File: src/rtl/sleep_ctl_pkg.sv
// Shared constants and types for the sleep clock gating controller.
// Assumes: mode codes are 3 bits; wake vector is six bits wide.
package sleep_ctl_pkg;
    localparam logic [2:0] MODE_IDLE  = 3'b000;
    localparam logic [2:0] MODE_ADCQ  = 3'b001;
    localparam logic [2:0] MODE_PDOWN = 3'b010;
    localparam logic [2:0] MODE_STBY  = 3'b110;

    localparam int WAKE_W = 6;
    localparam int WK_LVL = 0;
    localparam int WK_PWM = 1;
    localparam int WK_TMR = 2;
    localparam int WK_NVM = 3;
    localparam int WK_ADC = 4;
    localparam int WK_OTH = 5;

    typedef struct packed {
        logic cpu;
        logic flash;
        logic io;
        logic adc;
        logic osc;
    } gate_t;

    typedef enum logic [1:0] {
        ST_AWAKE   = 2'd0,
        ST_SLEEP   = 2'd1,
        ST_STARTUP = 2'd2
    } slp_state_e;
endpackage

File: src/rtl/sleep_mode_decode.sv
// Mode decoder: checks a requested code for legality, maps Standby without
// the crystal option onto deep power-down, and gives the clock gates and wake
// mask of the mode currently held. Purely combinational.
// Assumes: cur_mode only ever holds one of the four legal codes.
module sleep_mode_decode
    import sleep_ctl_pkg::*;
(
    input  logic [2:0]        req_mode,
    input  logic              xtal_ok,
    input  logic [2:0]        cur_mode,
    output logic              req_legal,
    output logic [2:0]        req_eff,
    output gate_t             cur_gate,
    output logic [WAKE_W-1:0] cur_mask,
    output logic              cur_hold
);
    // Legality and effective mode of an incoming request.
    always_comb begin
        req_legal = 1'b1;
        req_eff   = req_mode;
        case (req_mode)
            MODE_IDLE, MODE_ADCQ, MODE_PDOWN: ;
            MODE_STBY: if (!xtal_ok) req_eff = MODE_PDOWN;
            default:   req_legal = 1'b0;
        endcase
    end

    // Gate pattern, wake mask and level-hold need of the held mode.
    always_comb begin
        cur_gate = '{cpu: 1'b0, flash: 1'b0, io: 1'b0, adc: 1'b0, osc: 1'b0};
        cur_mask = '0;
        cur_hold = 1'b0;
        case (cur_mode)
            MODE_IDLE: begin
                cur_gate.io  = 1'b1;
                cur_gate.adc = 1'b1;
                cur_gate.osc = 1'b1;
                cur_mask     = '1;
            end
            MODE_ADCQ: begin
                cur_gate.adc     = 1'b1;
                cur_gate.osc     = 1'b1;
                cur_mask[WK_LVL] = 1'b1;
                cur_mask[WK_TMR] = 1'b1;
                cur_mask[WK_NVM] = 1'b1;
                cur_mask[WK_ADC] = 1'b1;
            end
            MODE_STBY: begin
                cur_gate.osc     = 1'b1;
                cur_mask[WK_LVL] = 1'b1;
                cur_mask[WK_PWM] = 1'b1;
                cur_hold         = 1'b1;
            end
            default: begin
                cur_mask[WK_LVL] = 1'b1;
                cur_mask[WK_PWM] = 1'b1;
                cur_hold         = 1'b1;
            end
        endcase
    end
endmodule

File: src/rtl/sleep_lvl_filter.sv
// Level-interrupt hold filter: counts consecutive high samples while armed and
// accepts the level once HOLD samples have been seen.
// Assumes: HOLD >= 1; disarming or a low sample restarts the count.
module sleep_lvl_filter #(
    parameter int HOLD = 3
) (
    input  logic clk,
    input  logic rst_n,
    input  logic arm,
    input  logic lvl_in,
    output logic lvl_ok
);
    localparam int HW = $clog2(HOLD + 1);
    localparam logic [HW-1:0] HMAX = HW'(HOLD);

    logic [HW-1:0] cnt_q;

    // Saturating count of consecutive armed high samples.
    always_ff @(posedge clk) begin
        if (!rst_n || !arm || !lvl_in) cnt_q <= '0;
        else if (cnt_q != HMAX)        cnt_q <= cnt_q + 1'b1;
    end

    assign lvl_ok = arm && lvl_in && (cnt_q == HMAX);

    // acceptance needs the level to have been high on the previous sample too.
    p_hold_before_accept_r11: assert property (@(posedge clk) disable iff (!rst_n)
        lvl_ok |-> $past(lvl_in));
endmodule

File: src/rtl/sleep_wake_timer.sv
// Start-up delay counter: loaded with the settling period on a wake event,
// counts down once per cycle, flags the last cycle.
// Assumes: load is only issued with a non-zero value.
module sleep_wake_timer #(
    parameter int CW = 8
) (
    input  logic          clk,
    input  logic          rst_n,
    input  logic          clear,
    input  logic          load,
    input  logic [CW-1:0] load_val,
    output logic          done
);
    logic [CW-1:0] cnt_q;

    // Down-counter with clear priority over load.
    always_ff @(posedge clk) begin
        if (!rst_n || clear)    cnt_q <= '0;
        else if (load)          cnt_q <= load_val;
        else if (cnt_q != '0)   cnt_q <= cnt_q - 1'b1;
    end

    assign done = (cnt_q == {{(CW-1){1'b0}}, 1'b1});

    // an idle running count drops by exactly one each cycle.
    p_countdown_step_r10: assert property (@(posedge clk) disable iff (!rst_n)
        (!clear && !load && cnt_q != '0) |=> (cnt_q == $past(cnt_q) - 1'b1));
endmodule

File: src/rtl/sleep_clkgate_ctrl.sv
// Sleep clock gating controller top: accepts sleep requests, holds the
// effective mode, gates clock domains, filters wake sources and sequences
// the start-up delay before releasing the clocks.
// Assumes: clk is an always-on reference that keeps running in every mode.
module sleep_clkgate_ctrl
    import sleep_ctl_pkg::*;
#(
    parameter int CNT_W    = 8,
    parameter int SB_DELAY = 6,
    parameter int LVL_HOLD = 3
) (
    input  logic             clk,
    input  logic             rst_n,
    input  logic             sleep_req,
    input  logic             sleep_en,
    input  logic [2:0]       mode_sel,
    input  logic             xtal_sel,
    input  logic             adc_en,
    input  logic [5:0]       wake_src,
    input  logic             rst_evt,
    input  logic [CNT_W-1:0] pd_start_cycles,
    output logic             clk_en_cpu,
    output logic             clk_en_flash,
    output logic             clk_en_io,
    output logic             clk_en_adc,
    output logic             osc_en,
    output logic             adc_autostart,
    output logic             wake_ack,
    output logic             asleep
);
    localparam logic [CNT_W-1:0] SB_LAT = CNT_W'(SB_DELAY);

    slp_state_e        state_q, state_d;
    logic [2:0]        mode_q, mode_d;
    logic              req_legal, cur_hold, lvl_ok, tmr_done;
    logic [2:0]        req_eff;
    gate_t             cur_gate;
    logic [WAKE_W-1:0] cur_mask, src_eff;
    logic              wake_hit, go_sleep, do_ack, tmr_load;
    logic [CNT_W-1:0]  lat;

    sleep_mode_decode u_dec (
        .req_mode (mode_sel),
        .xtal_ok  (xtal_sel),
        .cur_mode (mode_q),
        .req_legal(req_legal),
        .req_eff  (req_eff),
        .cur_gate (cur_gate),
        .cur_mask (cur_mask),
        .cur_hold (cur_hold)
    );

    sleep_lvl_filter #(.HOLD(LVL_HOLD)) u_lvl (
        .clk   (clk),
        .rst_n (rst_n),
        .arm   (state_q == ST_SLEEP && cur_hold),
        .lvl_in(wake_src[WK_LVL]),
        .lvl_ok(lvl_ok)
    );

    sleep_wake_timer #(.CW(CNT_W)) u_tmr (
        .clk     (clk),
        .rst_n   (rst_n),
        .clear   (rst_evt),
        .load    (tmr_load),
        .load_val(lat),
        .done    (tmr_done)
    );

    // Wake sources after the mode mask, level bit through the hold filter in deep modes.
    always_comb begin
        src_eff = wake_src & cur_mask;
        if (cur_hold) src_eff[WK_LVL] = lvl_ok;
        wake_hit = |src_eff;
    end

    // Start-up latency of the held mode.
    always_comb begin
        case (mode_q)
            MODE_PDOWN: lat = pd_start_cycles;
            MODE_STBY:  lat = SB_LAT;
            default:    lat = '0;
        endcase
    end

    // Next-state logic; reset events take priority everywhere.
    always_comb begin
        state_d  = state_q;
        mode_d   = mode_q;
        go_sleep = 1'b0;
        do_ack   = 1'b0;
        tmr_load = 1'b0;
        case (state_q)
            ST_AWAKE: if (!rst_evt && sleep_req && sleep_en && req_legal) begin
                state_d  = ST_SLEEP;
                mode_d   = req_eff;
                go_sleep = 1'b1;
            end
            ST_SLEEP: begin
                if (rst_evt) state_d = ST_AWAKE;
                else if (wake_hit) begin
                    if (lat == '0) begin
                        state_d = ST_AWAKE;
                        do_ack  = 1'b1;
                    end else begin
                        state_d  = ST_STARTUP;
                        tmr_load = 1'b1;
                    end
                end
            end
            default: begin
                if (rst_evt) state_d = ST_AWAKE;
                else if (tmr_done) begin
                    state_d = ST_AWAKE;
                    do_ack  = 1'b1;
                end
            end
        endcase
    end

    // State, held mode and the two output pulses.
    always_ff @(posedge clk) begin
        if (!rst_n) begin
            state_q       <= ST_AWAKE;
            mode_q        <= MODE_IDLE;
            adc_autostart <= 1'b0;
            wake_ack      <= 1'b0;
        end else begin
            state_q       <= state_d;
            mode_q        <= mode_d;
            adc_autostart <= go_sleep && adc_en &&
                             (req_eff == MODE_IDLE || req_eff == MODE_ADCQ);
            wake_ack      <= do_ack;
        end
    end

    assign asleep       = (state_q != ST_AWAKE);
    assign clk_en_cpu   = !asleep || (state_q == ST_SLEEP && cur_gate.cpu);
    assign clk_en_flash = !asleep || (state_q == ST_SLEEP && cur_gate.flash);
    assign clk_en_io    = !asleep || (state_q == ST_SLEEP && cur_gate.io);
    assign clk_en_adc   = !asleep || (state_q == ST_SLEEP && cur_gate.adc);
    assign osc_en       = !asleep || (state_q == ST_STARTUP) || cur_gate.osc;

    // a wake acknowledge only follows a cycle spent asleep.
    p_ack_after_sleep_r8: assert property (@(posedge clk) disable iff (!rst_n)
        wake_ack |-> (!asleep && $past(asleep)));

    // a reset event always leaves the block awake on the next cycle.
    p_reset_event_wakes_r13: assert property (@(posedge clk) disable iff (!rst_n)
        rst_evt |=> !asleep);

    // during start-up the domain clocks stay off and the oscillator runs.
    p_startup_gated_r14: assert property (@(posedge clk) disable iff (!rst_n)
        (state_q == ST_STARTUP) |-> (osc_en && !clk_en_cpu && !clk_en_io && !clk_en_adc));

    // the ADC start pulse appears only in the first asleep cycle.
    p_autostart_on_entry_r12: assert property (@(posedge clk) disable iff (!rst_n)
        adc_autostart |-> (asleep && $past(!asleep)));
endmodule

File: config.mk
export PLATFORM = sky130hd
export DESIGN_NAME = sleep_clkgate_ctrl
export DESIGN_NICKNAME = d
export VERILOG_FILES = /design/src/rtl/sleep_ctl_pkg.sv /design/src/rtl/sleep_mode_decode.sv /design/src/rtl/sleep_lvl_filter.sv /design/src/rtl/sleep_wake_timer.sv /design/src/rtl/sleep_clkgate_ctrl.sv
export SDC_FILE = /design/constraint.sdc
export NUM_CORES = 1
export LEC_CHECK = 0
export ABC_CLOCK_PERIOD_IN_PS = 4200
export BUFFER_PORTS_ARGS = -buffer_cell sky130_fd_sc_hd__buf_2
export CORE_UTILIZATION = 30
export DETAILED_ROUTE_END_ITERATION = 10
export PLACE_DENSITY = 0.51
export RECOVER_POWER = 100
export SLEW_MARGIN = 20
export SYNTH_ARGS = -nofsm -noshare
export SYNTH_HDL_FRONTEND = slang
export SYNTH_SLANG_ARGS = --single-unit
File: constraint.sdc
create_clock -name clk -period 4.2 [get_ports clk]
set_input_delay 0.84 -clock clk [delete_from_list [all_inputs] [get_ports clk]]
set_output_delay 0.84 -clock clk [all_outputs]
set_load 0.01 [all_outputs]
==> insert_results.sql, run 1 <==
INSERT INTO impl_metrics (metric_group, metric, value, unit) VALUES
('final_layout', 'share_of_cells_above_drive_strength_1', '16.67', '%'),
('placed_design', 'place.gp.congestion', '0.8439', ''),
('yosys', 'netlist.area_leader.share', '29.69', '%'),
('global_route', 'grt_start_max_net_pins', '10', ''),
('yosys', 'synth_area_leaders', 'dfxtp_1 30%, mux2i_1 9.6%, nor2_1 4.6%', ''),
('floorplanning', 'core_region_area', '3661', 'µm²'),
('sta', 'fin_crit_sh', '59.03', '%'),
('global_route', 'first_pass_grt_wire_length', '4830', 'µm'),
('detailed_routing', 'via_count', '1142', ''),
('critical_path', 'worst_ep_arrival_time', '2620', 'ps'),
('sta', 'totalNegativeSetupSlack', '0', 'ps'),
('detailed_routing', 'post_drt_via_cell_ratio', '5.287', ''),
('pwr', 'cellPowerDensity', '429.5', 'nW/µm²'),
('yosys', 'synth_fp_nets', '163', ''),
('yosys', 'synth.lib_cells_used.distinct', '41', ''),
('placed_design', 'placed_area', '1339', 'µm²'),
('sta', 'fmaxAchievable', '403.3', 'MHz'),
('global_route', 'number_of_global_route_vias_before_repair', '1139', ''),
('floorplanning', 'row_count', '22', ''),
('sta', 'setup_viol', '0', ''),
('critical_path', 'critical_path.cell_chain', 'buf_2, nor2b_1, o41a_1, o211ai_1, mux2_2', ''),
('pwr', 'pwr-share-clk', '21.2', '%'),
('pwr', 'total_switching_power', '0.0002225', 'W'),
('clocking', 'cts_root_buf', 'clkbuf_8', ''),
('yosys', 'postSynth.topFlopCell', 'dfxtp_1', ''),
('global_route', 'grt_antenna_before_repair', '0', ''),
('pwr', 'cell_internal_pwr', '0.0003513', 'W'),
('yosys', 'post_synth_inst_count', '136', ''),
('critical_path', 'worst_path_max_delay_cell', 'o211ai_1', ''),
('clocking', 'cts_hold_buf', '0', ''),
('clocking', 'post_cts_buffers', '0', ''),
('pwr', 'leakage', '0.5583', 'nW'),
('clocking', 'cts.reportedPaths.clkPinSlew', '60', 'ps'),
('yosys', 'synth.yosys.warnings', '0', ''),
('sta', 'finalWorstPathRequiredPeriod', '2479', 'ps'),
('detailed_routing', 'drc', '0', ''),
('critical_path', 'buffer_and_inverter_count_on_the_worst_path', '1', ''),
('sta', 'grt_setup_unrepaired', 'false', ''),
('sta', 'tightest_slew', '938.1', 'ps'),
('critical_path', 'worstSetupStartpoint', 'wake_src[5]', ''),
('min_path', 'hold_path.class', 'reg2reg', ''),
('sta', 'clock-skew-final', '4.750', 'ps'),
('final_layout', 'area.growth.synth_to_final', '16.59', '%'),
('global_route', 'gr-usage-all-layers', '15.08', '%'),
('outcome', 'status', 'finished clean', ''),
('clocking', 'latest_clock_arrival_within_the_worst_skew_pair', '250', 'ps'),
('critical_path', 'critPathMaxStageDelay', '790', 'ps'),
('detailed_routing', 'wl_per_cell', '13.11', 'µm'),
('clocking', 'cts_tree', 'done', ''),
('final_layout', 'antenna-diode-count', '0', ''),
('critical_path', 'critPathLaunchType', 'primary input', ''),
('flow_run', 'maxCapViolations', '0', ''),
('detailed_routing', 'drt-total-wl', '2831', 'µm'),
('critical_path', 'worstReg2RegStart', 'mode_q[0]$_SDFFE_PN0P_', ''),
('yosys', 'ys_seq_area_share', '29.69', '%'),
('clocking', 'htreeDepth', '1', ''),
('final_layout', 'design_area', '1336', 'µm²'),
('sta', 'report.final.slew_viol_count', '0', ''),
('critical_path', 'capturing_element_type_of_the_critical_path', 'flip-flop', ''),
('detailed_routing', 'drtIter0Drc', '36', ''),
('sta', 'maxSlewHeadroom', '37.18', '%'),
('yosys', 'synth.cell_area', '1146', 'µm²'),
('floorplanning', 'floorplan.die_area', '4072', 'µm²'),
('pwr', 'comb_power_share', '39.8', '%'),
('critical_path', 'cpLargestDelayFamily', 'compound AO/OA/AOI/OAI gates', ''),
('placed_design', 'half_perimeter_wire_length_after_detailed_placement', '2268', 'µm'),
('sta', 'report.final.hold_viol_count', '0', ''),
('min_path', 'hold_path_startpoint', 'u_lvl.cnt_q[1]$_SDFFE_PP0P_', ''),
('critical_path', 'crit_type', 'in2reg', ''),
('floorplanning', 'pin_count', '32', ''),
('global_route', 'remaining_overflow_grt', '0', '');
==> per-stage QoR <==
stage | utilization, % | setup WS [ps] | instances
floorplan | - | 2040 | 136
global placement | 36.57 | 1817 | 212
detailed placement | 36.57 | 1793 | 212
CTS | 37.80 | 1964 | 216
global route | 36.50 | 1646 | 216
finish | 36.50 | 1721 | 216
==> layer usage <==
metal / track usage [%] / share of wire [%] / up-vias
met5: 0 / 0 / -
met4: 8.523 / 3.2 / 0
met3: 3.929 / 5.3 / 11
met2: 24.47 / 45 / 34
met1: 17.90 / 46 / 528
li1: - / - / 569
==> worst register-to-register path, cell delays in order, from the launching register on <==
cell      delay, ps
dfxtp_1         390
or3b_1          390
a21o_1          230
o211ai_1        750
mux2_2          410
==> synthesized netlist by cell type, drive strengths merged, types with 2 or more instances <==
master  instances
nand2b          4
o21ai          10
or3             2
or3b            3
ha              3
nor2b           4
nor3            7
nor2           14
or4             2
o31a            3
buf             2
mux2i          11
inv             7
o211ai          4
dfxtp          17
a21oi           5
nand2          11
nand4           2
a311o           2
o21a            2
nor4            5
a211oi          2
==> area by class of cell <==
cell class | count | area share, %
Clock buffer | 4 | 3.371
Multi-Input combinational cell | 109 | 54.03
Inverter | 7 | 1.966
Tap cell | 48 | 4.494
Timing Repair Buffer | 31 | 10.67
Sequential cell | 17 | 25.47
==> sequential cells by signal, summed over array words and instances, names as in the netlist <==
register       flops
adc_autostart      1
mode_q             3
state_q            2
u_lvl.cnt_q        2
u_tmr.cnt_q        8
wake_ack           1
==> power groups by stage <==
stage	Clock (W)	Combinational, W	Sequential (W)
final	0.000122	0.000228	0.000224
after global routing	0.000133	0.000257	0.000229
after CTS	0.000124	0.000230	0.000223
after detailed placement	0	0.000230	0.000226
after global placement	0	0.000225	0.000224
after floorplan	0	0.000179	0.000212
==> kinds of logic after synthesis <==
family / Yosys count / share of synthesized area [%]
buf+inv: 10 / 4.258
mux: 12 / 10.92
fa+ha+maj: 3 / 3.275
flops: 17 / 29.69
simple gates: 59 / 27.95
xor+xnor: 1 / 0.7643
compound gates: 34 / 23.14
==> final timing paths <==
kind	end	slack, ps	cells after the start
worst max register to register	u_tmr.cnt_q[2]$_SDFFE_PP0P_	1920	4
worst max-delay path	u_tmr.cnt_q[2]$_SDFFE_PP0P_	1720	5
worst min register to register	u_lvl.cnt_q[1]$_SDFFE_PP0P_	510	2
worst min-delay path	u_lvl.cnt_q[1]$_SDFFE_PP0P_	510	2
Power figures use the tool's default switching activity.
==> inputs of run 2 (changes only) <==
--- a/config.mk
+++ b/config.mk
@@ -5,7 +5,8 @@
 export SDC_FILE = /design/constraint.sdc
 export NUM_CORES = 1
 export LEC_CHECK = 0
-export ABC_CLOCK_PERIOD_IN_PS = 4200
+export ABC_AREA = 1
+export ABC_CLOCK_PERIOD_IN_PS = 2500
 export BUFFER_PORTS_ARGS = -buffer_cell sky130_fd_sc_hd__buf_2
 export CORE_UTILIZATION = 30
 export DETAILED_ROUTE_END_ITERATION = 10
==> constraint.sdc (replaced) <==
create_clock -name clk -period 2.5 [get_ports clk]
set_input_delay 0.5 -clock clk [delete_from_list [all_inputs] [get_ports clk]]
set_output_delay 0.5 -clock clk [all_outputs]
set_load 0.01 [all_outputs]
==> run 2 against run 1 <==
Power grew 120%. Via count is 0.44% higher. Hold slack lost 40 ps. Sequential share of layout area down 1.1 points. Non-clock buffer count unchanged. Sequential power increased by 64%. Sequential cell count unchanged. Cell area rose by 4.3%. Final cell count up 19%. Clock-buffer cell count did not move. Clock power rose by 80%.
==> insert_results.sql, run 2 <==
INSERT INTO impl_metrics (metric_group, metric, value, unit) VALUES
('floorplanning', 'floorplan.die_area', '4205', 'µm²'),
('sta', 'fmaxAchievable', '505.4', 'MHz'),
('pwr', 'leakage', '0.6689', 'nW'),
('yosys', 'synth_enable_flop_cells', '0', ''),
('pwr', 'power.sequential.fraction', '28.6', '%'),
('yosys', 'postSynth.topFlopCell', 'dfxtp_1', ''),
('detailed_routing', 'antenna_viol_nets_final', '0', ''),
('floorplanning', 'initial_utilization', '31.89', '%'),
('final_layout', 'largest_register_ffs', '8', ''),
('critical_path', 'r2r_slack', '520', 'ps'),
('sta', 'setup_viol', '0', ''),
('min_path', 'min_to', 'adc_autostart$_SDFF_PN0_', ''),
('pwr', 'total_switching_power', '0.0005527', 'W'),
('clocking', 'ctsResizeCount', '0', ''),
('clocking', 'cts_hold_buf', '0', ''),
('critical_path', 'critPathRequiredTime', '2670', 'ps'),
('critical_path', 'path_max_fanout', '13', ''),
('critical_path', 'critPathLaunchType', 'flip-flop', ''),
('clocking', 'htreeDepth', '1', ''),
('critical_path', 'most_numerous_cell_on_the_critical_path', 'nand2_1', ''),
('yosys', 'synth.lib_cells_used.distinct', '29', ''),
('pwr', 'max-vdd-ir-drop', '0.3346', 'mV'),
('global_route', 'number_of_global_route_vias_before_repair', '1106', ''),
('sta', 'finalHoldWorstSlack', '468.8', 'ps'),
('yosys', 'post_synth_inst_count', '175', ''),
('yosys', 'synth_area_leaders', 'dfxtp_1 29%, nand2_1 9.5%, inv_1 8.2%', ''),
('final_layout', 'max_flop_register', 'u_tmr.cnt_q', ''),
('pwr', 'total_power', '0.001286', 'W'),
('detailed_routing', 'drtIter0Drc', '33', ''),
('pwr', 'cell_internal_pwr', '0.0007332', 'W'),
('placed_design', 'io_buffer_count', '31', ''),
('detailed_routing', 'detail_route.first_pass.iterations', '4', ''),
('yosys', 'synth_async_sr_flop_share', '0', '%'),
('critical_path', 'worst-r2r-cell-count', '10', ''),
('floorplanning', 'vertical_die_dimension', '64.85', 'µm'),
('critical_path', 'worst_ep_arrival_time', '2150', 'ps'),
('placed_design', 'place.gp.congestion', '0.7189', ''),
('pwr', 'cellPowerDensity', '922.5', 'nW/µm²'),
('outcome', 'status', 'finished clean', ''),
('final_layout', 'final_cell_mix', '31 x nand2_1, 27 x inv_1, 24 x nor2_1', ''),
('final_layout', 'area.growth.synth_to_final', '17.63', '%'),
('final_layout', 'share_of_cells_above_drive_strength_1', '22.60', '%'),
('final_layout', 'sequential_cell_area', '340.3', 'µm²'),
('global_route', 'grt_start_max_net_pins', '14', ''),
('final_layout', 'fill_cells', '440', ''),
('clocking', 'post_cts_buffers', '0', ''),
('yosys', 'synth_fp_nets', '202', ''),
('detailed_routing', 'drt-total-wl', '2713', 'µm'),
('sta', 'fin_crit_sh', '79.15', '%'),
('clocking', 'cts.reportedPaths.clkPinSlew', '80', 'ps'),
('clocking', 'cts-buffers-inserted', '3', ''),
('sta', 'clock-skew-final', '7.247', 'ps'),
('critical_path', 'buffer_and_inverter_count_on_the_worst_path', '2', ''),
('critical_path', 'critical_path.cell_chain', 'nor2_1, inv_1, o21ai_4, nand3_1, nand3_4, nand2_1, nand2_2, nand2_1, nand2_1, inv_1', ''),
('final_layout', 'mostFrequentLayoutCell', 'nand2_1', ''),
('sta', 'totalNegativeSetupSlack', '0', 'ps'),
('sta', 'grt_setup_unrepaired', 'false', ''),
('global_route', 'first_pass_grt_wire_length', '4781', 'µm'),
('clocking', 'cts_tree', 'done', ''),
('yosys', 'synth.cell_area', '1185', 'µm²'),
('final_layout', 'fin_nets', '236', ''),
('flow_run', 'maxCapViolations', '0', ''),
('yosys', 'ys_seq_area_share', '28.72', '%'),
('critical_path', 'capturing_element_type_of_the_critical_path', 'flip-flop', ''),
('detailed_routing', 'wl_per_cell', '10.60', 'µm'),
('critical_path', 'worst_path_max_delay_cell', 'dfxtp_1', ''),
('yosys', 'synth_commonest_cells', '30 x nand2_1, 26 x inv_1, 23 x nor2_1', ''),
('detailed_routing', 'drc', '0', ''),
('pwr', 'comb_power_share', '54.3', '%'),
('yosys', 'ys_ff_latch', '17', ''),
('final_layout', 'biggestRegsByFlops', 'u_tmr.cnt_q: 8 flops, mode_q: 3 flops', ''),
('sta', 'report.final.hold_viol_count', '0', ''),
('min_path', 'hold_depth', '3', ''),
('min_path', 'hold_path.class', 'in2reg', ''),
('sta', 'report.final.slew_viol_count', '0', ''),
('pwr', 'pwr-share-clk', '17.1', '%'),
('critical_path', 'rr_endpoint', 'u_tmr.cnt_q[0]$_SDFFE_PP0P_', ''),
('global_route', 'remaining_overflow_grt', '0', ''),
('floorplanning', 'die_w', '64.85', 'µm'),
('sta', 'finalWorstPathRequiredPeriod', '1979', 'ps'),
('critical_path', 'cpLargestDelayFamily', 'simple AND/OR/NAND/NOR gates', ''),
('placed_design', 'half_perimeter_wire_length_after_detailed_placement', '2277', 'µm'),
('final_layout', 'finish.utilization', '37.51', '%'),
('clocking', 'latest_clock_arrival_within_the_worst_skew_pair', '260', 'ps'),
('floorplanning', 'pin_count', '32', ''),
('pwr', 'sw_frac_of_total', '42.98', '%'),
('sta', 'maxSlewHeadroom', '79.04', '%'),
('critical_path', 'critPathMaxStageDelay', '350', 'ps'),
('clocking', 'clock_sink_count', '17', ''),
('critical_path', 'worstReg2RegStart', 'mode_q[1]$_SDFFE_PN0P_', ''),
('final_layout', 'antenna-diode-count', '0', ''),
('yosys', 'synthMostInstantiatedCell', 'nand2_1', ''),
('floorplanning', 'core_region_area', '3716', 'µm²'),
('clocking', 'ctsLongestPathBuffers', '2', ''),
('detailed_routing', 'via_count', '1147', ''),
('detailed_routing', 'post_drt_via_cell_ratio', '4.480', ''),
('global_route', 'grt_antenna_before_repair', '0', ''),
('clocking', 'cts_root_buf', 'clkbuf_8', ''),
('critical_path', 'crit_type', 'reg2reg', ''),
('min_path', 'hold_path_startpoint', 'adc_en', ''),
('global_route', 'gr-usage-all-layers', '14.69', '%'),
('floorplanning', 'row_count', '22', ''),
('final_layout', 'multi_input_comb_area', '691.9', 'µm²'),
('yosys', 'netlist.area_leader.share', '28.72', '%'),
('sta', 'tightest_slew', '312.0', 'ps'),
('yosys', 'synth.yosys.warnings', '0', ''),
('yosys', 'synth_area_leader_cell', 'dfxtp_1', ''),
('yosys', 'postSynthAreaPerCell', '6.771', 'µm²');
## run 2: cell count changes in the layout (fill, tap and decap cells not counted), sizes merged, moves of 5 or more
cell,previous run,this run
nand2,11,37
inv,7,30
nor2,14,29
nand3,1,12
mux2i,11,1
a21oi,5,11
nand4,2,8
nor4,5,0
## run 2: worst max path at each step
stage	from	depth (start not counted)	slack, ps	to
4_1_cts	mode_q[1]$_SDFFE_PN0P_	4	660	clk_en_io
3_3_place_gp	pd_start_cycles[1]	11	770	u_tmr.cnt_q[0]$_SDFFE_PP0P_
6_report	mode_q[1]$_SDFFE_PN0P_	10	520	u_tmr.cnt_q[0]$_SDFFE_PP0P_
5_1_grt	mode_q[1]$_SDFFE_PN0P_	10	300	u_tmr.cnt_q[0]$_SDFFE_PP0P_
3_5_place_dp	pd_start_cycles[1]	11	740	u_tmr.cnt_q[0]$_SDFFE_PP0P_
2_1_floorplan	wake_src[2]	9	1040	u_tmr.cnt_q[4]$_SDFFE_PP0P_
## run 2: layout make-up
type,instances,share of cell area [%]
sequential,17,24.42
inverter,30,8.079
clock buffer,4,3.232
tap,48,4.309
timing repair buffer,31,10.32
multi-input combinational,126,49.64
## run 2: logic make-up (layout without fill, tap and decap cells)
logic type,after synthesis,after routing,synth area share [%]
AOI/OAI and AO/OA,21,21,10.98
xor gates and xnor gates,7,7,5.174
adders and majority gates,3,3,3.168
buffers and inverters,32,65,11.40
DFF,17,17,28.72
muxes,1,1,0.8448
and+or+nand+nor,94,94,39.71
## run 2: worst min-delay path: cells and delay by family
kind                   cells  cell delay [ps]
AND/OR/NAND/NOR            2               90
buffers and inverters      1               90
## run 2: metrics by stage
| stage | instance area [µm²] | setup slack, ps | std cells |
|---|---|---|---|
| 2_1_floorplan | 1185 | 1040 | 175 |
| 3_3_place_gp | 1378 | 771.4 | 252 |
| 3_5_place_dp | 1378 | 735.0 | 252 |
| 4_1_cts | 1423 | 663.5 | 256 |
| 5_1_grt | 1394 | 301.8 | 256 |
| 6_report | 1394 | 521.3 | 256 |
## run 2: routing by layer
metal / vias up / global-route usage [%] / share of wire [%]
met5: - / 0 / 0
met4: 0 / 6.667 / 1.8
met3: 5 / 2.113 / 3.7
met2: 21 / 24.48 / 46
met1: 499 / 18.49 / 49
li1: 622 / - / -
## run 2: power by group through the flow
stage,combinational (W),clock [W],sequential (W)
after floorplan,0.000588,0,0.000364
after global placement,0.000733,0,0.000373
after detailed placement,0.000711,0,0.000374
after CTS,0.000719,0.000221,0.000368
after global routing,0.000793,0.000243,0.000380
final,0.000699,0.000220,0.000367
